### src/rtl/cse_pkg.sv
package cse_pkg;
    localparam int BYTE_W = 8;
    localparam int WORD_W = 16;
    localparam int HDR_WORDS = 3;

    typedef enum logic [1:0] {
        ST_HUNT = 2'd0,
        ST_CAND = 2'd1,
        ST_LOCK = 2'd2
    } lock_st_e;
endpackage

### src/rtl/cse_sync_cmp.sv
module cse_sync_cmp
    import cse_pkg::*;
#(
    parameter logic [BYTE_W-1:0] SYNC_A = 8'h0A,
    parameter logic [BYTE_W-1:0] SYNC_B = 8'h0B,
    parameter logic [BYTE_W-1:0] SYNC_C = 8'h0C
) (
    input  logic [WORD_W-1:0] word_in,
    output logic              lead_hit,
    output logic              tail_hit
);
    always_comb begin
        lead_hit = (word_in == {SYNC_A, SYNC_B});
        tail_hit = (word_in[WORD_W-1:BYTE_W] == SYNC_C);
    end
endmodule

### src/rtl/cse_frame_trk.sv
module cse_frame_trk
    import cse_pkg::*;
#(
    parameter int NUM_CH = 320,
    localparam int FRAME_LEN = NUM_CH + HDR_WORDS,
    localparam int IDX_W = $clog2(FRAME_LEN)
) (
    input  logic             clk,
    input  logic             rst_n,
    input  logic             word_vld,
    input  logic             lead_hit,
    input  logic             tail_hit,
    output logic             locked,
    output logic             in_frame,
    output logic [IDX_W-1:0] word_idx,
    output logic             hi_take,
    output logic             lo_take
);
    typedef struct packed {
        lock_st_e         st;
        logic [IDX_W-1:0] pos;
    } trk_s;

    trk_s trk_d, trk_q;

    always_comb begin
        trk_d    = trk_q;
        hi_take  = 1'b0;
        lo_take  = 1'b0;
        word_idx = (trk_q.pos == IDX_W'(FRAME_LEN - 1)) ? '0 : trk_q.pos + 1'b1;
        in_frame = word_vld && (trk_q.st == ST_LOCK);
        if (word_vld) begin
            case (trk_q.st)
                ST_HUNT: begin
                    if (lead_hit) trk_d.st = ST_CAND;
                end
                ST_CAND: begin
                    if (tail_hit) begin
                        trk_d.st  = ST_LOCK;
                        trk_d.pos = IDX_W'(1);
                        hi_take   = 1'b1;
                    end else if (!lead_hit) begin
                        trk_d.st = ST_HUNT;
                    end
                end
                ST_LOCK: begin
                    trk_d.pos = word_idx;
                    if (word_idx == '0) begin
                        if (!lead_hit) trk_d.st = ST_HUNT;
                    end else if (word_idx == IDX_W'(1)) begin
                        if (tail_hit) hi_take = 1'b1;
                        else trk_d.st = lead_hit ? ST_CAND : ST_HUNT;
                    end else if (word_idx == IDX_W'(2)) begin
                        lo_take = 1'b1;
                    end
                end
                default: trk_d.st = ST_HUNT;
            endcase
        end
    end

    always_ff @(posedge clk or negedge rst_n) begin
        if (!rst_n) begin
            trk_q.st  <= ST_HUNT;
            trk_q.pos <= '0;
        end else begin
            trk_q <= trk_d;
        end
    end

    assign locked = (trk_q.st == ST_LOCK);
endmodule

### src/rtl/cse_capture.sv
module cse_capture
    import cse_pkg::*;
#(
    parameter int NUM_CH = 320,
    localparam int FRAME_LEN = NUM_CH + HDR_WORDS,
    localparam int IDX_W = $clog2(FRAME_LEN),
    localparam int SEL_W = $clog2(NUM_CH + 1),
    localparam int CMP_W = ((IDX_W > SEL_W) ? IDX_W : SEL_W) + 1
) (
    input  logic               clk,
    input  logic               rst_n,
    input  logic [WORD_W-1:0]  word_in,
    input  logic [SEL_W-1:0]   chan_sel,
    input  logic               in_frame,
    input  logic [IDX_W-1:0]   word_idx,
    input  logic               hi_take,
    input  logic               lo_take,
    output logic [WORD_W-1:0]  sample_q,
    output logic               sample_stb,
    output logic [3*BYTE_W-1:0] epoch_cnt
);
    typedef struct packed {
        logic [WORD_W-1:0]   sample;
        logic                stb;
        logic [BYTE_W-1:0]   hi;
        logic [3*BYTE_W-1:0] epoch;
    } cap_s;

    cap_s cap_d, cap_q;
    logic sel_ok;
    logic slot_hit;

    always_comb begin
        sel_ok   = (chan_sel != '0) && (CMP_W'(chan_sel) <= CMP_W'(NUM_CH));
        slot_hit = in_frame && sel_ok
                   && (CMP_W'(word_idx) == CMP_W'(chan_sel) + CMP_W'(2));
        cap_d     = cap_q;
        cap_d.stb = 1'b0;
        if (hi_take) cap_d.hi = word_in[BYTE_W-1:0];
        if (lo_take) cap_d.epoch = {cap_q.hi, word_in};
        if (slot_hit) begin
            cap_d.sample = word_in;
            cap_d.stb    = 1'b1;
        end
    end

    always_ff @(posedge clk or negedge rst_n) begin
        if (!rst_n) cap_q <= '0;
        else cap_q <= cap_d;
    end

    assign sample_q   = cap_q.sample;
    assign sample_stb = cap_q.stb;
    assign epoch_cnt  = cap_q.epoch;
endmodule

### src/rtl/chan_sample_extractor.sv
module chan_sample_extractor
    import cse_pkg::*;
#(
    parameter int NUM_CH = 320,
    parameter logic [7:0] SYNC_A = 8'h0A,
    parameter logic [7:0] SYNC_B = 8'h0B,
    parameter logic [7:0] SYNC_C = 8'h0C,
    localparam int FRAME_LEN = NUM_CH + HDR_WORDS,
    localparam int IDX_W = $clog2(FRAME_LEN),
    localparam int SEL_W = $clog2(NUM_CH + 1)
) (
    input  logic             clk,
    input  logic             rst_n,
    input  logic             word_vld,
    input  logic [15:0]      word_in,
    input  logic [SEL_W-1:0] chan_sel,
    output logic [15:0]      sample_q,
    output logic             sample_stb,
    output logic             locked,
    output logic [23:0]      epoch_cnt
);
    logic             lead_hit, tail_hit;
    logic             in_frame, hi_take, lo_take;
    logic [IDX_W-1:0] word_idx;

    cse_sync_cmp #(
        .SYNC_A(SYNC_A), .SYNC_B(SYNC_B), .SYNC_C(SYNC_C)
    ) u_cmp (
        .word_in (word_in),
        .lead_hit(lead_hit),
        .tail_hit(tail_hit)
    );

    cse_frame_trk #(.NUM_CH(NUM_CH)) u_trk (
        .clk     (clk),
        .rst_n   (rst_n),
        .word_vld(word_vld),
        .lead_hit(lead_hit),
        .tail_hit(tail_hit),
        .locked  (locked),
        .in_frame(in_frame),
        .word_idx(word_idx),
        .hi_take (hi_take),
        .lo_take (lo_take)
    );

    cse_capture #(.NUM_CH(NUM_CH)) u_cap (
        .clk       (clk),
        .rst_n     (rst_n),
        .word_in   (word_in),
        .chan_sel  (chan_sel),
        .in_frame  (in_frame),
        .word_idx  (word_idx),
        .hi_take   (hi_take),
        .lo_take   (lo_take),
        .sample_q  (sample_q),
        .sample_stb(sample_stb),
        .epoch_cnt (epoch_cnt)
    );
endmodule

### config.mk
export PLATFORM = sky130hd
export DESIGN_NAME = chan_sample_extractor
export DESIGN_NICKNAME = d
export VERILOG_FILES = /design/src/rtl/cse_pkg.sv /design/src/rtl/cse_sync_cmp.sv /design/src/rtl/cse_frame_trk.sv /design/src/rtl/cse_capture.sv /design/src/rtl/chan_sample_extractor.sv
export SDC_FILE = /design/constraint.sdc
export NUM_CORES = 1
export LEC_CHECK = 0
export ABC_AREA = 1
export BUFFER_PORTS_ARGS = -buffer_cell sky130_fd_sc_hd__buf_2
export CAP_MARGIN = 20
export CORE_MARGIN = 4
export CORE_UTILIZATION = 45
export DETAILED_ROUTE_END_ITERATION = 16
export GPL_TIMING_DRIVEN = 0
export PLACE_DENSITY = 0.71
export SLEW_MARGIN = 10
export SYNTH_ARGS = -nofsm -noshare
export SYNTH_HDL_FRONTEND = slang
export SYNTH_SLANG_ARGS = --single-unit
### constraint.sdc
create_clock -name clk -period 2.8 [get_ports clk]
set_input_delay 0.28 -clock clk [delete_from_list [all_inputs] [get_ports clk]]
set_output_delay 0.28 -clock clk [all_outputs]
set_load 0.03 [all_outputs]
# After elaboration in Yosys (flattened, before gate mapping)
# Index checks and enable logic that the tools add are counted.
word_totals:
  regBits: 60
  inputBits: 28
classes:
  n_mux: 22
  n_lt_le_gt_ge: 1
  n_reduce_logical: 10
  n_eq_ne: 12
  addsub: 2
op_table:
  columns: ["cell", "n"]
  rows:
  - ["9-bit two-way mux", 2]
  - ["9-bit case mux with 2 select lines", 1]
  - ["16-bit by 12-bit == test with 1-bit output (second input constant)", 1]
  - ["2-bit two-way mux", 6]
  - ["1-bit two-way mux", 11]
  - ["9-bit by 2-bit adder with 10-bit output (second input constant)", 1]
  - ["9-bit by 10-bit == test with 1-bit output", 1]
  - ["9-bit by 1-bit adder with 9-bit output (second input constant)", 1]
  - ["9-bit by 1-bit == test with 1-bit output (second input constant)", 1]
  - ["9-bit by 2-bit == test with 1-bit output (second input constant)", 1]
  - ["9-bit == test (second input constant)", 1]
  - ["9-bit less-or-equal comparator (second input constant)", 1]
  - ["9-bit zero test", 1]
  - ["9-bit nonzero test", 1]
  - ["8-bit by 4-bit == test with 1-bit output (second input constant)", 1]
  - ["2-bit case mux with 3 select lines", 1]
  - ["1-bit logical AND", 4]
  - ["4-bit AND reduction", 1]
  - ["3-bit by 1-bit inequality test with 1-bit output (second input constant)", 1]
  - ["3-bit by 2-bit inequality test with 1-bit output (second input constant)", 1]
  - ["3-bit AND reduction", 1]
  - ["2-bit by 1-bit == test with 1-bit output (second input constant)", 1]
  - ["2-bit == test (second input constant)", 1]
  - ["2-bit zero test", 1]
  - ["4 further kinds", 4]

# Depth between registers and ports, before layout
# Gate-level depths: netlist (run 1).
logic_depth:
  word_depth: 8
  ltp_mapped: 16
  mapped_depth_nobuf: 15

# Modules after synthesis
# Synthesis (run 1) repeated with hierarchy kept, for this count alone.
unflattened:
  cells_unflattened: 469
  hier_area_um2: 3687.3
by_module_without_submodules:
  columns: ["mod", "cells_per_inst", "instances", "seq_area_each_um2", "area_per_inst_um2"]
  rows:
  - ["cse_capture", 295, 1, 1226.2, 2576.2]
  - ["cse_frame_trk", 145, 1, 275.3, 999.7]
  - ["cse_sync_cmp", 29, 1, 0.0, 111.4]

# Worst setup path before layout (run 1)
# Ideal clock, no wire load.
synth_timing:
  path_type: "register to register"
  from: "register u_trk.trk_q[0] (netlist bit)"
  to: "register u_cap.cap_q, in the netlist u_cap.epoch_cnt[10]"
  setup_ns: 0.130
  slack_ns: 0.740
  arrival_time_ns: 1.929
  stages_incl_launch_ff: 15
  path_buffers: 2
  cell_sequence: "dfrtp_1 > inv_1 > ha_1 > nand2_1 > nor2_2 > nand2_4 > nand3_2 > nand2_1 > nor2_2 > nand2_1 > or2_4 > buf_6 > buf_6 > nand2_1 > o21ai_1"
synth_between:
  elab_chain_len: 8
synth_lines:
  columns: ["element", "line", "text"]
  rows:
  - ["start: declaration", "cse_frame_trk.sv:24", "trk_s trk_d, trk_q;"]
  - ["start signal: assignment", "cse_frame_trk.sv:67", "trk_q <= trk_d;"]
  - ["9-bit by 1-bit adder with 9-bit output or 9-bit == test (tied branches)", "cse_frame_trk.sv:30", "word_idx = (trk_q.pos == IDX_W'(FRAME_LEN - 1)) ? '0 : trk_q.pos + 1'b1;"]
  - ["9-bit two-way mux *", "cse_frame_trk.sv:30", null]
  - ["9-bit by 2-bit == test with 1-bit output", "cse_frame_trk.sv:53", "end else if (word_idx == IDX_W'(2)) begin"]
  - ["1-bit two-way mux", "cse_frame_trk.sv:53", null]
  - ["1-bit two-way mux", "cse_frame_trk.sv:50", "end else if (word_idx == IDX_W'(1)) begin"]
  - ["1-bit two-way mux *", "cse_frame_trk.sv:48", "if (word_idx == '0) begin"]
  - ["1-bit two-way mux *", "cse_frame_trk.sv:33", "case (trk_q.st)"]
  - ["1-bit two-way mux *", "cse_frame_trk.sv:32", "if (word_vld) begin"]
  - ["end signal: assignment", "cse_capture.sv:49", "else cap_q <= cap_d;"]
  - ["end: declaration", "cse_capture.sv:29", "cap_s cap_d, cap_q;"]
# Mark *: on every way between the ends. The rest lies on a longest branch, timed or not.
# A chain may end at the register's enable or synchronous reset.

# Final worst setup path (run 1)
layout_timing:
  from: "register u_trk.trk_q[0] (netlist bit)"
  to: "register u_cap.cap_q, in the netlist u_cap.epoch_cnt[9]"
# Same word-level chain as after synthesis.

==> results of run 1 <==
## routing by layer
| metal | vias up | track usage |
|---|---|---|
| met5 | - | 0 |
| met4 | 0 | 0.07773 |
| li1 | 1695 | - |
| met3 | 16 | 0.03436 |
| met2 | 95 | 0.3032 |
| met1 | 1538 | 0.2449 |
## cell type report
cell class	instances	area [µm²]	share of cell area
Multi-Input combinational cell	306	1569	0.3516
Sequential cell	60	1501	0.3364
Buffer	49	367.9	0.08242
Timing Repair Buffer	69	347.8	0.07794
Inverter	88	330.3	0.07401
Tap cell	105	131.4	0.02944
Clock buffer	9	123.9	0.02775
Clock inverter	7	91.34	0.02047
## power by group through the flow
| stage | combinational [mW] | sequential, mW | clock [mW] |
|---|---|---|---|
| after global routing | 0.459 | 0.923 | 0.915 |
| final | 0.402 | 0.920 | 0.860 |
| after floorplan | 0.281 | 0.930 | 0 |
| after CTS | 0.401 | 0.919 | 0.873 |
| after detailed placement | 0.399 | 0.936 | 0 |
| after global placement | 0.388 | 0.934 | 0 |
## registers in the layout (all words and copies together), names as in the netlist
register and count:
u_cap.cap_q 8, u_cap.epoch_cnt 24, u_cap.sample_q 16, u_cap.sample_stb 1, u_trk.trk_q 11
## cells in the final DEF (no fill, tap or decap), types with 5 or more instances in the layout
master	synthesis	routed
buf_2	3	71
nand2_1	131	131
inv_1	85	85
nand4_1	20	20
buf_4	40	41
clkbuf_8	0	9
xor2_1	6	6
nand3_1	32	32
o21ai_0	8	8
o21ai_1	20	20
a21oi_1	5	5
ha_1	9	9
o22ai_1	7	7
o21ai_2	5	5
dfrtp_1	60	60
nor2_1	31	31
nand2_2	7	7
## critical path, stage by stage (launching register included)
cell,delay [ps]
dfrtp_1,410
inv_1,160
ha_1,180
nand2_1,60
nor2_2,140
nand2_4,110
nand3_2,130
nand2_1,70
nor2_2,180
nand2_2,110
nand3_1,100
or2_4,130
buf_1,380
o21ai_1,110
## logic make-up (layout without fill, tap and decap cells)
group           after synthesis  after routing
xor+xnor                      7              7
simple gates                243            243
flops                        60             60
buf+inv                     137            222
compound gates               47             47
fa+ha+maj                     9              9
## path summary, 6_finish.rpt
kind / from / to / cells past startpoint
min: rst_n / u_cap.epoch_cnt[18] / 1
max in group asynchronous: rst_n / u_cap.sample_q[3] / 1
max reg2reg: u_trk.trk_q[0] / u_cap.epoch_cnt[9] / 13
min in group clk: word_in[8] / u_cap.epoch_cnt[8] / 3
min reg2reg: u_cap.cap_q[29] / u_cap.cap_q[29] / 2
max: u_trk.trk_q[0] / u_cap.epoch_cnt[9] / 13
==> results.yml, run 1 <==
drt:
  routed_wl_um: 8740
  first_pass_iters: 4
  dr_wl_met3_um: 524
  post_drt_wl_per_cell_um: 12.61
  highest_layer: "met4"
  vias_per_cell: 4.825
  ant_nets: 0
  vias: 3344
  wl_met2_um: 4039
  drtIter0Drc: 120
  drc_errors: 0
  routedLengthMet1_um: 4000
sta:
  hold_viol: 0
  clock.fmax_mhz: 412.8
  rsz0062_at_grt: "false"
  setup_viol: 0
  tightestPinTransition_ps: 759.8
  maxSlewViolCount: 0
  setup_tns_ps: 0
  relSlewSlack: 0.4934
  finClkSkew_ps: 5.829
  fin_crit_ps: 2423
  post-route-period-util: 0.8652
  hold_ws_ps: 17.70
  fin_ws_ps: 377.4
logic_synthesis:
  synth_most_common_cell: "nand2_1"
  synth_area_per_cell_um2: 7.492
  yosysWarnings: 0
  synthMuxAreaShare: 0
  synthTopCellsByCount: "nand2_1, inv_1, dfrtp_1"
  synthSimpleGateAreaFrac: 0.2968
  synth_top_area_share: 0.3984
  synth-seq-cells: 60
  yosysSeqAreaShare: 0.3984
  synth_edf_count: 0
  syn_nets: 540
  synth_area_leaders: "dfrtp_1, nand2_1, inv_1"
  synthDistinctLibCells: 35
  synth-compound-area-share: 0.07138
  synth_top_family_by_area: "simple AND/OR/NAND/NOR gates"
  synth_adder_area_share: 0.02988
  synth-main-ff-cell: "dfrtp_1"
  synthArstFlopShare: 1.000
  synth_area_um2: 3769
  synth_xor_area_frac: 0.01826
  synth_top_area_cell: "dfrtp_1"
  synthCells: 503
cts:
  clockBufferDepth: 2
  postCtsResizedCells: 0
  cts.sinks: 60
  tritoncts.num_buffers: 9
  cts_tree: "yes"
  cts-htree-levels: 3
  postCtsSetupBuffers: 0
  hold_buffers: 0
  clkSlewWorstSetupHoldPaths_ps: 70
  clk_latency_ps: 330
  root_buffer: "clkbuf_8"
pwr:
  pwr-share-seq: 0.421
  clockPowerShare: 0.394
  combPwrFrac: 0.184
  total_power_mw: 2.182
  p_leak_nw: 2.466
  internal_power_mw: 1.515
  ir_worst_vdd_mv: 0.2252
  switchingPower_mw: 0.6676
  power-per-cell-area_nw_per_um2: 488.9
  swShare: 0.3059
floorplan:
  die_h_um: 99.52
  dieArea_um2: 9903
  io_pins: 70
  core_um2: 8175
  fp.dieW_um: 99.52
  start_util: 0.4610
  fp-row-count: 33
setup_path:
  worst-setup-path-type: "reg2reg"
  cp-end-kind: "flip-flop"
  crit_required_ps: 3000
  startpoint_type: "flip-flop"
  crit_fanout: 10
  ff2ff_setup_slack_ps: 380
  critPathArrivalTime_ps: 2630
layout:
  n_antenna_cell: 0
  drive_gt1_frac: 0.2687
  fin_area_um2: 4463
  final_cells: 693
  area_growth_pct: 18.43
  fin_nets: 620
  final_core_util: 0.5459
  fill_cells: 788
placement:
  detailed_place.area_um2: 4248
  io_buffer_count: 69
  hpwl_um: 6653
  gp_congestion: 0.8545
  post-place-ws_ps: 383.5
  numPlacedInstances: 677
global_route:
  grt_overflow: 0
  grt_pass1_wl_um: 14820
  grt_usage: 0.1865
  grt_max_degree: 61
  grt_pass1_vias: 3198
  antenna_found_initial: 0
hold_path:
  hp-class: "in2async"
status:
  status: "completed"
run:
  drv_cap: 0
(Power assumes the default switching activity.)
==> run 2: changes to the inputs <==
ABC_AREA = default   (was 1)
==> results.yml, run 2 <==
status:
  status: "completed"
floorplan:
  fp.dieW_um: 97.74
  start_util: 0.4665
  core_um2: 7767
  dieArea_um2: 9552
  fp-row-count: 32
  die_h_um: 97.74
  io_pins: 70
drt:
  vias: 2759
  post_drt_wl_per_cell_um: 14.74
  ant_nets: 0
  drtIter0Drc: 158
  vias_per_cell: 5.167
  routed_wl_um: 7872
  drc_errors: 0
  first_pass_iters: 4
cts:
  cts.sinks: 60
  cts-htree-levels: 3
  cts_tree: "yes"
  clk_latency_ps: 340
  clkSlewWorstSetupHoldPaths_ps: 70
  root_buffer: "clkbuf_8"
  clockBufferDepth: 2
  tritoncts.num_buffers: 9
logic_synthesis:
  synth_top_area_cell: "dfrtp_1"
  synth-seq-cells: 60
  synth_top_area_share: 0.4144
  synth_area_per_cell_um2: 10.88
  synthTopCellsByCount: "dfrtp_1, buf_4, mux2_2"
  synth_area_um2: 3623
  synth_most_common_cell: "dfrtp_1"
  synthCells: 333
  synthDistinctLibCells: 55
  yosysSeqAreaShare: 0.4144
  yosysWarnings: 0
  syn_nets: 370
  synth_area_leaders: "dfrtp_1, mux2_2, buf_4"
  synth-main-ff-cell: "dfrtp_1"
  synthArstFlopShare: 1.000
  synth_edf_count: 0
sta:
  rsz0062_at_grt: "true"
  post-route-period-util: 0.9908
  fin_crit_ps: 2774
  hold_viol: 0
  tightestPinTransition_ps: 728.6
  finClkSkew_ps: 8.528
  clock.fmax_mhz: 360.5
  setup_viol: 0
  maxSlewViolCount: 0
  relSlewSlack: 0.5143
layout:
  n_antenna_cell: 0
  fill_cells: 665
  drive_gt1_frac: 0.5093
  fin_nets: 464
  area_growth_pct: 25.10
  final_common_cell: "buf_2"
  final_cells: 534
  fin_area_um2: 4533
  largest_register_ffs: 24
  final_cell_mix: "buf_2, dfrtp_1, buf_4, mux2_2, nand2_1"
placement:
  io_buffer_count: 69
  detailed_place.area_um2: 4099
  gp_congestion: 0.8939
  hpwl_um: 5577
  numPlacedInstances: 504
setup_path:
  startpoint_type: "flip-flop"
  crit_top_cell: "buf_6"
  crit_fanout: 5
  worst-setup-path-type: "reg2reg"
  cp-end-kind: "flip-flop"
  cpPeakStageDelay_ps: 400
  crit_chain: "buf_6 -> inv_6 -> ha_4 -> and4bb_4 -> nor4b_4 -> buf_4 -> nand2_2 -> or3_4 -> o311ai_4 -> and4b_1 -> buf_6 -> buf_12 -> mux2_4"
  worstRegToRegCells: 13
  reg2reg_to: "u_cap.sample_q[15]"
  ff2ff_setup_slack_ps: 30
  critPathArrivalTime_ps: 2990
  worstReg2RegStart: "u_trk.trk_q[0]"
  crit_required_ps: 3020
  crit_path_top_delay_cell: "dfrtp_1"
global_route:
  grt_pass1_vias: 2731
  antenna_found_initial: 0
  grt_max_degree: 61
  grt_overflow: 0
  grt_usage: 0.1673
  grt_pass1_wl_um: 13030
run:
  drv_cap: 0
pwr:
  ir_worst_vdd_mv: 0.1878
  p_leak_nw: 2.311
  power-per-cell-area_nw_per_um2: 445.0
hold_path:
  hp-class: "in2async"
==> run 2: changes by cell type after synthesis, moves of 7 or more <==
cell / previous run / this run
nand4_1: 20 / 3
nor2_1: 31 / 12
nand2_1: 131 / 20
mux2_4: 0 / 10
mux2_2: 0 / 39
a21oi_1: 5 / 12
o22ai_1: 7 / 0
xnor2_1: 0 / 16
nand3_1: 32 / 14
o21ai_1: 20 / 1
inv_1: 85 / 10
==> run 2: cell families after synthesis <==
kind of cell / Yosys count / synth area share
AOI/OAI and AO/OA: 45 / 0.08461
xor gates and xnor gates: 20 / 0.04834
adders and majority gates: 9 / 0.03108
buffers and inverters: 65 / 0.1250
DFF: 60 / 0.4144
muxes: 50 / 0.1654
and+or+nand+nor: 84 / 0.1312
==> run 2: worst max-delay path by stage <==
stage | slack, ps | start | end
2_1_floorplan | 70 | u_trk.trk_q[0] | u_cap.sample_q[10]
3_3_place_gp | -260 | u_trk.trk_q[0] | u_cap.sample_q[14]
3_5_place_dp | -290 | u_trk.trk_q[0] | u_cap.sample_q[13]
4_1_cts | 1 | u_trk.trk_q[0] | u_cap.sample_q[15]
5_1_grt | -130 | u_trk.trk_q[0] | u_cap.epoch_cnt[9]
6_report | 30 | u_trk.trk_q[0] | u_cap.sample_q[15]
==> run 2: metal layers <==
metal | vias to the layer above | global-route usage | wire length, µm
li1 | 1341 | - | -
met1 | 1306 | 0.2271 | 3507
met2 | 104 | 0.2636 | 3653
met3 | 8 | 0.04786 | 631
met4 | 0 | 0.04579 | 80
met5 | - | 0 | 0
==> run 2: timing repair <==
action                     4_1_cts  5_1_grt
buffers inserted                11        3
resized for setup               20        7
pin swaps                        6        4
cloned                           1        0
setup endpoints to repair       44       44
hold buffers                     0        0
==> run 2: final cells by class <==
cell class | instances | area [µm²] | area share
multi-input cells | 208 | 1767 | 0.3897
flip-flops and latches | 60 | 1503 | 0.3315
repair buffers | 84 | 496.7 | 0.1096
plain buffers | 54 | 417.9 | 0.09219
clock buffers | 11 | 141.4 | 0.03119
well taps | 102 | 127.6 | 0.02815
inverters | 10 | 42.54 | 0.009384
clock inverters | 5 | 37.54 | 0.008280
==> run 2: stage by stage <==
stage	total power [mW]	utilization	setup TNS (ps)	hold WS [ps]	setup WS, ps
6_report	2.017	0.5836	0	2.601	25.70
5_1_grt	2.129	0.5836	-3896	61.92	-128.0
4_1_cts	2.026	0.5760	0	26.01	0.9819
3_5_place_dp	1.321	0.5277	-6053	397.4	-286.4
3_3_place_gp	1.310	0.5274	-4215	483.4	-259.6
2_1_floorplan	1.203	-	0	-15.59	65.44
==> run 2: where the power goes <==
part	switching [mW]	internal, mW
Combinational	0.235	0.161
Clock	0.345	0.346
Sequential	0.0311	0.899
Total	0.611	1.41
==> run 2: critical path, delay by kind of cell (launching register included) <==
family,cells,cell delay (ps)
DFF,1,400
AOI/OAI and AO/OA,1,100
and+or+nand+nor,5,1110
adders and majority gates,1,110
buffers and inverters,5,650
muxes,1,290
